## config.mk

```make
export PLATFORM = sky130hd
export DESIGN_NAME = cxrf_top
export DESIGN_NICKNAME = d
export VERILOG_FILES = /design/src/rtl/cxrf_pkg.sv /design/src/rtl/cxrf_regfile.sv /design/src/rtl/cxrf_adder.sv /design/src/rtl/cxrf_wport.sv /design/src/rtl/cxrf_top.sv
export SDC_FILE = /design/constraint.sdc
export NUM_CORES = 2
export LEC_CHECK = 0
export CAP_MARGIN = 20
export CORE_UTILIZATION = 25
export CTS_BUF_LIST = sky130_fd_sc_hd__clkbuf_2 sky130_fd_sc_hd__clkbuf_4 sky130_fd_sc_hd__clkbuf_8
export DETAILED_ROUTE_END_ITERATION = 8
export SLEW_MARGIN = 5
export SYNTH_ARGS = -nofsm -noshare
export SYNTH_HDL_FRONTEND = slang
export SYNTH_HIERARCHICAL = 1
export SYNTH_SLANG_ARGS = --single-unit
```

## constraint.sdc

```tcl
create_clock -name clk -period 8.59 [get_ports clk]
set_input_delay 2.577 -clock clk [delete_from_list [all_inputs] [get_ports clk]]
set_output_delay 2.577 -clock clk [all_outputs]
set_load 0.05 [all_outputs]
```

## src/rtl/cxrf_pkg.sv

```systemverilog
package cxrf_pkg;
  typedef enum logic [1:0] {
    OP_ADD  = 2'b00,
    OP_SUB  = 2'b01,
    OP_ADC  = 2'b10,
    OP_SLTU = 2'b11
  } op_e;
endpackage

```

## src/rtl/cxrf_regfile.sv

```systemverilog
module cxrf_regfile #(
  parameter int DW   = 32,
  parameter int NREG = 32,
  localparam int RW  = DW + 1,
  localparam int AW  = $clog2(NREG)
) (
  input  logic          clk,
  input  logic          rst_n,
  input  logic [AW-1:0] ra_addr,
  input  logic [AW-1:0] rb_addr,
  output logic [RW-1:0] ra_data,
  output logic [RW-1:0] rb_data,
  input  logic          we,
  input  logic [AW-1:0] waddr,
  input  logic [RW-1:0] wdata
);
  logic [NREG-1:0][RW-1:0] rows;

  for (genvar g = 0; g < NREG; g++) begin : g_row
    if (g == 0) begin : g_zero
      assign rows[g] = '0;
    end else begin : g_store
      logic [RW-1:0] q;
      always_ff @(posedge clk or negedge rst_n) begin
        if (!rst_n)                         q <= '0;
        else if (we && waddr == AW'(g))     q <= wdata;
      end
      assign rows[g] = q;
    end
  end

  // reads see the stored value; a same-cycle write lands only at the edge
  assign ra_data = rows[ra_addr];
  assign rb_data = rows[rb_addr];

  // register 0 reads as zero on both ports
  a_r7_zero_reg_reads: assert property (@(posedge clk) disable iff (!rst_n)
    (ra_addr == '0) |-> (ra_data == '0 && (rb_addr != '0 || rb_data == '0)));
endmodule

```

## src/rtl/cxrf_adder.sv

```systemverilog
module cxrf_adder
  import cxrf_pkg::*;
#(
  parameter int DW  = 32,
  localparam int RW = DW + 1
) (
  input  op_e           op,
  input  logic [RW-1:0] src_a,
  input  logic [RW-1:0] src_b,
  output logic [RW-1:0] result
);
  logic [DW-1:0] a_val, b_val;
  logic          cin;
  logic [DW:0]   sum;
  logic [DW:0]   diff;

  assign a_val = src_a[DW-1:0];
  assign b_val = src_b[DW-1:0];
  assign cin   = (op == OP_ADC) ? src_b[DW] : 1'b0;
  assign sum   = {1'b0, a_val} + {1'b0, b_val} + {{DW{1'b0}}, cin};
  // borrow-style subtract: diff[DW] is 1 when no borrow occurred
  assign diff  = {1'b0, a_val} + {1'b0, ~b_val} + {{DW{1'b0}}, 1'b1};

  always_comb begin
    unique case (op)
      OP_ADD, OP_ADC: result = sum;
      OP_SUB:         result = {1'b0, diff[DW-1:0]};
      OP_SLTU:        result = {{DW{1'b0}}, ~diff[DW]};
      default:        result = '0;
    endcase
  end
endmodule

```

## src/rtl/cxrf_wport.sv

```systemverilog
module cxrf_wport #(
  parameter int DW   = 32,
  parameter int NREG = 32,
  localparam int RW  = DW + 1,
  localparam int AW  = $clog2(NREG)
) (
  input  logic          op_fire,
  input  logic [AW-1:0] op_rd,
  input  logic [RW-1:0] op_res,
  input  logic          wb_valid,
  output logic          wb_ready,
  input  logic [AW-1:0] wb_addr,
  input  logic [RW-1:0] wb_data,
  output logic          we,
  output logic [AW-1:0] waddr,
  output logic [RW-1:0] wdata
);
  logic wb_take;

  assign wb_ready = ~op_fire;
  assign wb_take  = wb_valid & wb_ready;
  assign we       = op_fire | wb_take;
  assign waddr    = op_fire ? op_rd  : wb_addr;
  assign wdata    = op_fire ? op_res : wb_data;
endmodule

```

## src/rtl/cxrf_top.sv

```systemverilog
module cxrf_top
  import cxrf_pkg::*;
#(
  parameter int DW   = 32,
  parameter int NREG = 32,
  localparam int RW  = DW + 1,
  localparam int AW  = $clog2(NREG)
) (
  input  logic          clk,
  input  logic          rst_n,
  input  logic          op_valid,
  input  logic [1:0]    op_code,
  input  logic [AW-1:0] op_rs1,
  input  logic [AW-1:0] op_rs2,
  input  logic [AW-1:0] op_rd,
  output logic [RW-1:0] rs1_data,
  output logic [RW-1:0] rs2_data,
  input  logic          wb_valid,
  output logic          wb_ready,
  input  logic [AW-1:0] wb_addr,
  input  logic [RW-1:0] wb_data,
  output logic          res_valid,
  output logic [AW-1:0] res_rd,
  output logic [RW-1:0] res_data
);
  op_e           op;
  logic [RW-1:0] alu_res;
  logic          we;
  logic [AW-1:0] waddr;
  logic [RW-1:0] wdata;

  assign op = op_e'(op_code);

  cxrf_regfile #(.DW(DW), .NREG(NREG)) u_rf (
    .clk(clk), .rst_n(rst_n),
    .ra_addr(op_rs1), .rb_addr(op_rs2),
    .ra_data(rs1_data), .rb_data(rs2_data),
    .we(we), .waddr(waddr), .wdata(wdata)
  );

  cxrf_adder #(.DW(DW)) u_add (
    .op(op), .src_a(rs1_data), .src_b(rs2_data), .result(alu_res)
  );

  cxrf_wport #(.DW(DW), .NREG(NREG)) u_wp (
    .op_fire(op_valid), .op_rd(op_rd), .op_res(alu_res),
    .wb_valid(wb_valid), .wb_ready(wb_ready),
    .wb_addr(wb_addr), .wb_data(wb_data),
    .we(we), .waddr(waddr), .wdata(wdata)
  );

  always_ff @(posedge clk or negedge rst_n) begin
    if (!rst_n) begin
      res_valid <= 1'b0;
      res_rd    <= '0;
      res_data  <= '0;
    end else begin
      res_valid <= op_valid;
      if (op_valid) begin
        res_rd   <= op_rd;
        res_data <= alu_res;
      end
    end
  end

  // every issued operation reports exactly one cycle later
  a_r11_result_strobe: assert property (@(posedge clk) disable iff (!rst_n)
    op_valid |=> (res_valid && res_rd == $past(op_rd)));

  // subtract and compare never leave a carry in bit 32
  a_r3_sub_top_clear: assert property (@(posedge clk) disable iff (!rst_n)
    (op_valid && (op == OP_SUB || op == OP_SLTU)) |=> (res_data[DW] == 1'b0));

  // the compare result is 0 or 1
  a_r4_sltu_bool: assert property (@(posedge clk) disable iff (!rst_n)
    (op_valid && op == OP_SLTU) |=> (res_data[DW-1:1] == '0));

  // write-back is refused whenever an operation is issued
  a_r10_wb_backpressure: assert property (@(posedge clk) disable iff (!rst_n)
    op_valid |-> !wb_ready);

  // a destination of zero never becomes readable as non-zero
  a_r7_zero_dest: assert property (@(posedge clk) disable iff (!rst_n)
    (op_valid && op_rd == '0) |=> (res_rd != '0 || op_rs1 != '0 || rs1_data == '0));
endmodule

```

==> impl_metrics.yaml <==
synth:
  ys.flop_type: "dfrtp_1"
  avgSynthCellArea_um2: 13.57
  synth_top_cell_area_share_pct: 43.76
  yosysTopAreaCell: "dfrtp_1"
  synthArstFlopShare_pct: 100.0
  ys_seq_area_share_pct: 43.76
  synth_edf_count: 0
  syn_nets: 4600
  yosysWarnings: 6
  synth_cell_types: 85
  netlist_top_cells_area: "dfrtp_1, mux2_2, mux4_2"
  netlist_instances: 4475
  ys_seq_elements: 1062
  syn-cell-area_um2: 60730
critical_path:
  r2r_start: "u_rf/g_row[30].g_store.q[0]$_DFFE_PN0P_"
  path_depth: 10
  cpMostUsedCell: "buf_12"
  startpoint: "op_rs1[0]"
  path_buf_inv: 6
  startpoint_type: "primary input"
  cp.arrival_ns: 5.50
  max_stage_delay_ns: 0.86
  slowest_stage: "o31ai_1"
  cp_cell_sequence: "buf_8 > buf_12 > buf_12 > buf_4 > mux4_2 > nand2_1 > and3_1 > o31ai_1 > buf_4 > buf_12"
  path_max_fanout: 23
  required_ns: 6.01
  path_class: "in2out"
  end_kind: "primary output"
  path_delay_family: "buffers and inverters"
  worst_r2r_path_depth: 20
routing:
  postRouteWirelength_um: 225700
  viasPerCell: 5.437
  drc_errors: 0
  detail_route.wl_per_cell_um: 28.26
  drtAntennaViolNets: 0
  first_pass_iters: 5
  drt-initial-drc-count: 3981
  vias: 43430
timing:
  hold_viol_final: 0
  fin_crit_ns: 8.082
  rsz0062_at_grt: "no"
  max_freq_ghz: 0.1237
  setup_viol: 0
  slew_headroom_pct: 18.61
  worst_pin_slew_ns: 1.218
  final_max_slew_viol_count: 0
  finalCritPeriodShare_pct: 94.08
  fin_skew_ns: 0.07794
grt:
  grt_pass1_wl_um: 326500
  grt_usage_pct: 18.20
  grt_overflow: 0
  grt_antenna_before_repair: 4
  grt_max_degree: 181
  grt_pass1_vias: 44810
clock_network:
  numClockSinks: 1062
  post_cts_resize_count: 0
  cts_tree: "done"
  hold_buffers: 0
  clock_path_buffers: 3
  clk_latency_ns: 0.97
  htree_levels: 4
  cts_setup_buffers: 0
  numCtsBuffers: 179
  clockRootBuffer: "clkbuf_8"
  path_clk_slew_ns: 0.06
min_path:
  hold_start: "res_data[32]$_DFFE_PN0P_"
  hold_path.class: "reg2reg"
  min_path_cells: 1
placed_design:
  gp_congestion: 0.9064
  dpl.hpwl_um: 140800
  io_buffers: 164
  dp.cells: 7660
  placed_area_um2: 67840
floorplanning:
  die_x_um: 494.9
  initial_core_util_pct: 25.20
  io_pins: 165
  die_h_um: 494.9
  core_um2: 241000
  rows: 180
  die_area_um2: 244900
cells_and_area:
  stdcell_area_um2: 71940
  layout-drive-gt1-share_pct: 47.69
  nets: 4782
  final_core_util_pct: 29.85
  area_delta_synth_final_pct: 18.46
  stdcell_count: 7987
power_and_ir_drop:
  peakVddDrop_mv: 0.1803
  power_density_nw_per_um2: 347.6
  p_leak_nw: 30.44
run:
  cap_violations: 0
run_status:
  status: "finished clean"
cells in the mapped netlist, drive strengths merged, types with 4 or more instances:
cell type,n
and3,40
nand2b,14
o21ai,111
nor4,5
or3,8
o22a,6
a21o,16
nor2b,19
o21bai,16
and2,39
nand2,106
o21a,5
a31oi,9
nor3b,4
a211oi,78
dfrtp,1062
ha,63
a221o,4
mux2i,165
o31a,4
a221oi,8
mux4,396
nand3,11
inv,66
a2111oi,4
nand4,5
nor2,84
buf,218
nor3,22
clkbuf,242
mux2,1165
a31o,4
a21oi,88
a22o,198
o22ai,71
o31ai,75
or2,4
registers in the layout, indices dropped and copies added, names as in the netlist:
name / cells
res_data: 33
res_rd: 5
res_valid: 1
u_rf/g_row.g_store.q: 1023
through the flow:
| stage | hold slack (ns) | worst slack (ns) | TNS, ns | total power (W) |
|---|---|---|---|---|
| 2_1_floorplan | 0.4705 | 0.1365 | 0 | 0.01575 |
| 3_3_place_gp | 0.4907 | -0.3114 | -36.07 | 0.01941 |
| 3_5_place_dp | 0.4973 | -0.1991 | -20.21 | 0.01975 |
| 4_1_cts | 0.5115 | 0.4640 | 0 | 0.02498 |
| 5_1_grt | 0.5253 | 0.3016 | 0 | 0.02623 |
| 6_report | 0.5094 | 0.5082 | 0 | 0.02500 |
cells in the final DEF (no fill, tap or decap), types with 9 or more instances in the layout:
| cell | instances |
|---|---|
| clkbuf_4 | 42 |
| nand2b_1 | 12 |
| o31ai_1 | 72 |
| nor3_1 | 21 |
| and2_1 | 36 |
| dfrtp_1 | 1062 |
| mux4_2 | 396 |
| buf_12 | 111 |
| mux2_2 | 1101 |
| a21oi_1 | 87 |
| nor2_1 | 69 |
| o21ai_0 | 41 |
| and3_1 | 40 |
| clkdlybuf4s50_1 | 85 |
| ha_1 | 63 |
| nand2_1 | 91 |
| nand2_2 | 15 |
| nor2_4 | 15 |
| nand3_1 | 9 |
| a211oi_1 | 77 |
| buf_4 | 253 |
| mux2i_1 | 165 |
| a21o_1 | 16 |
| o21ai_1 | 70 |
| mux2_1 | 44 |
| clkbuf_8 | 235 |
| inv_1 | 62 |
| clkinv_2 | 21 |
| o21bai_1 | 16 |
| mux2_4 | 20 |
| nor2b_1 | 11 |
| a22o_1 | 198 |
| o22ai_1 | 71 |
power breakdown:
| group | internal (W) | switching (W) |
|---|---|---|
| logic | 0.00553 | 0.00520 |
| registers | 0.00735 | 0.00175 |
| clock network | 0.00289 | 0.00228 |
layout make-up:
cell class,count,area (um2)
inverter,66,249.0
antenna,6,15.01
timing repair buffer,461,5082
clock buffer,277,3550
sequential,1062,26580
tap,3185,3985
multi-input combinational,2887,31960
fill,24110,169000
clock inverter,43,525.5
path summary, 6_finish.rpt:
path	endpoint	slack, ns
max	rs1_data[28]	0.51
min	res_data[32]$_DFFE_PN0P_	0.51
max reg2reg	u_rf/g_row[12].g_store.q[24]$_DFFE_PN0P_	2.63
min reg2reg	res_data[32]$_DFFE_PN0P_	0.51
max in group asynchronous	u_rf/g_row[23].g_store.q[14]$_DFFE_PN0P_	5.26
min in group asynchronous	u_rf/g_row[21].g_store.q[31]$_DFFE_PN0P_	1.71
metal layers:
metal / part of all wire (%) / track usage, % / up-vias
met2: 47 / 29.25 / 2147
met1: 40 / 22.74 / 23090
li1: - / - / 17600
met4: 5.8 / 9.554 / 0
met3: 7.8 / 4.150 / 590
met5: 0 / 0 / -
worst reg2reg max path, delay by kind of cell (launching register included):
kind                     cells  cell delay, ns
AO/OA/AOI/OAI               13            3.24
multiplexers                 3            1.34
adder cells (fa/ha/maj)      2            0.65
flip-flops                   1            0.40
buffers and inverters        2            0.21
logic make-up after synthesis:
kind of cell    count (synthesis)  synth area share (%)
buf+inv                       526                 4.030
mux                          1726                 39.13
simple gates                  370                 3.053
xor+xnor                        3               0.04327
compound gates                722                 8.585
fa+ha+maj                      66                 1.397
flops                        1062                 43.76
(Power assumes the default switching activity.)
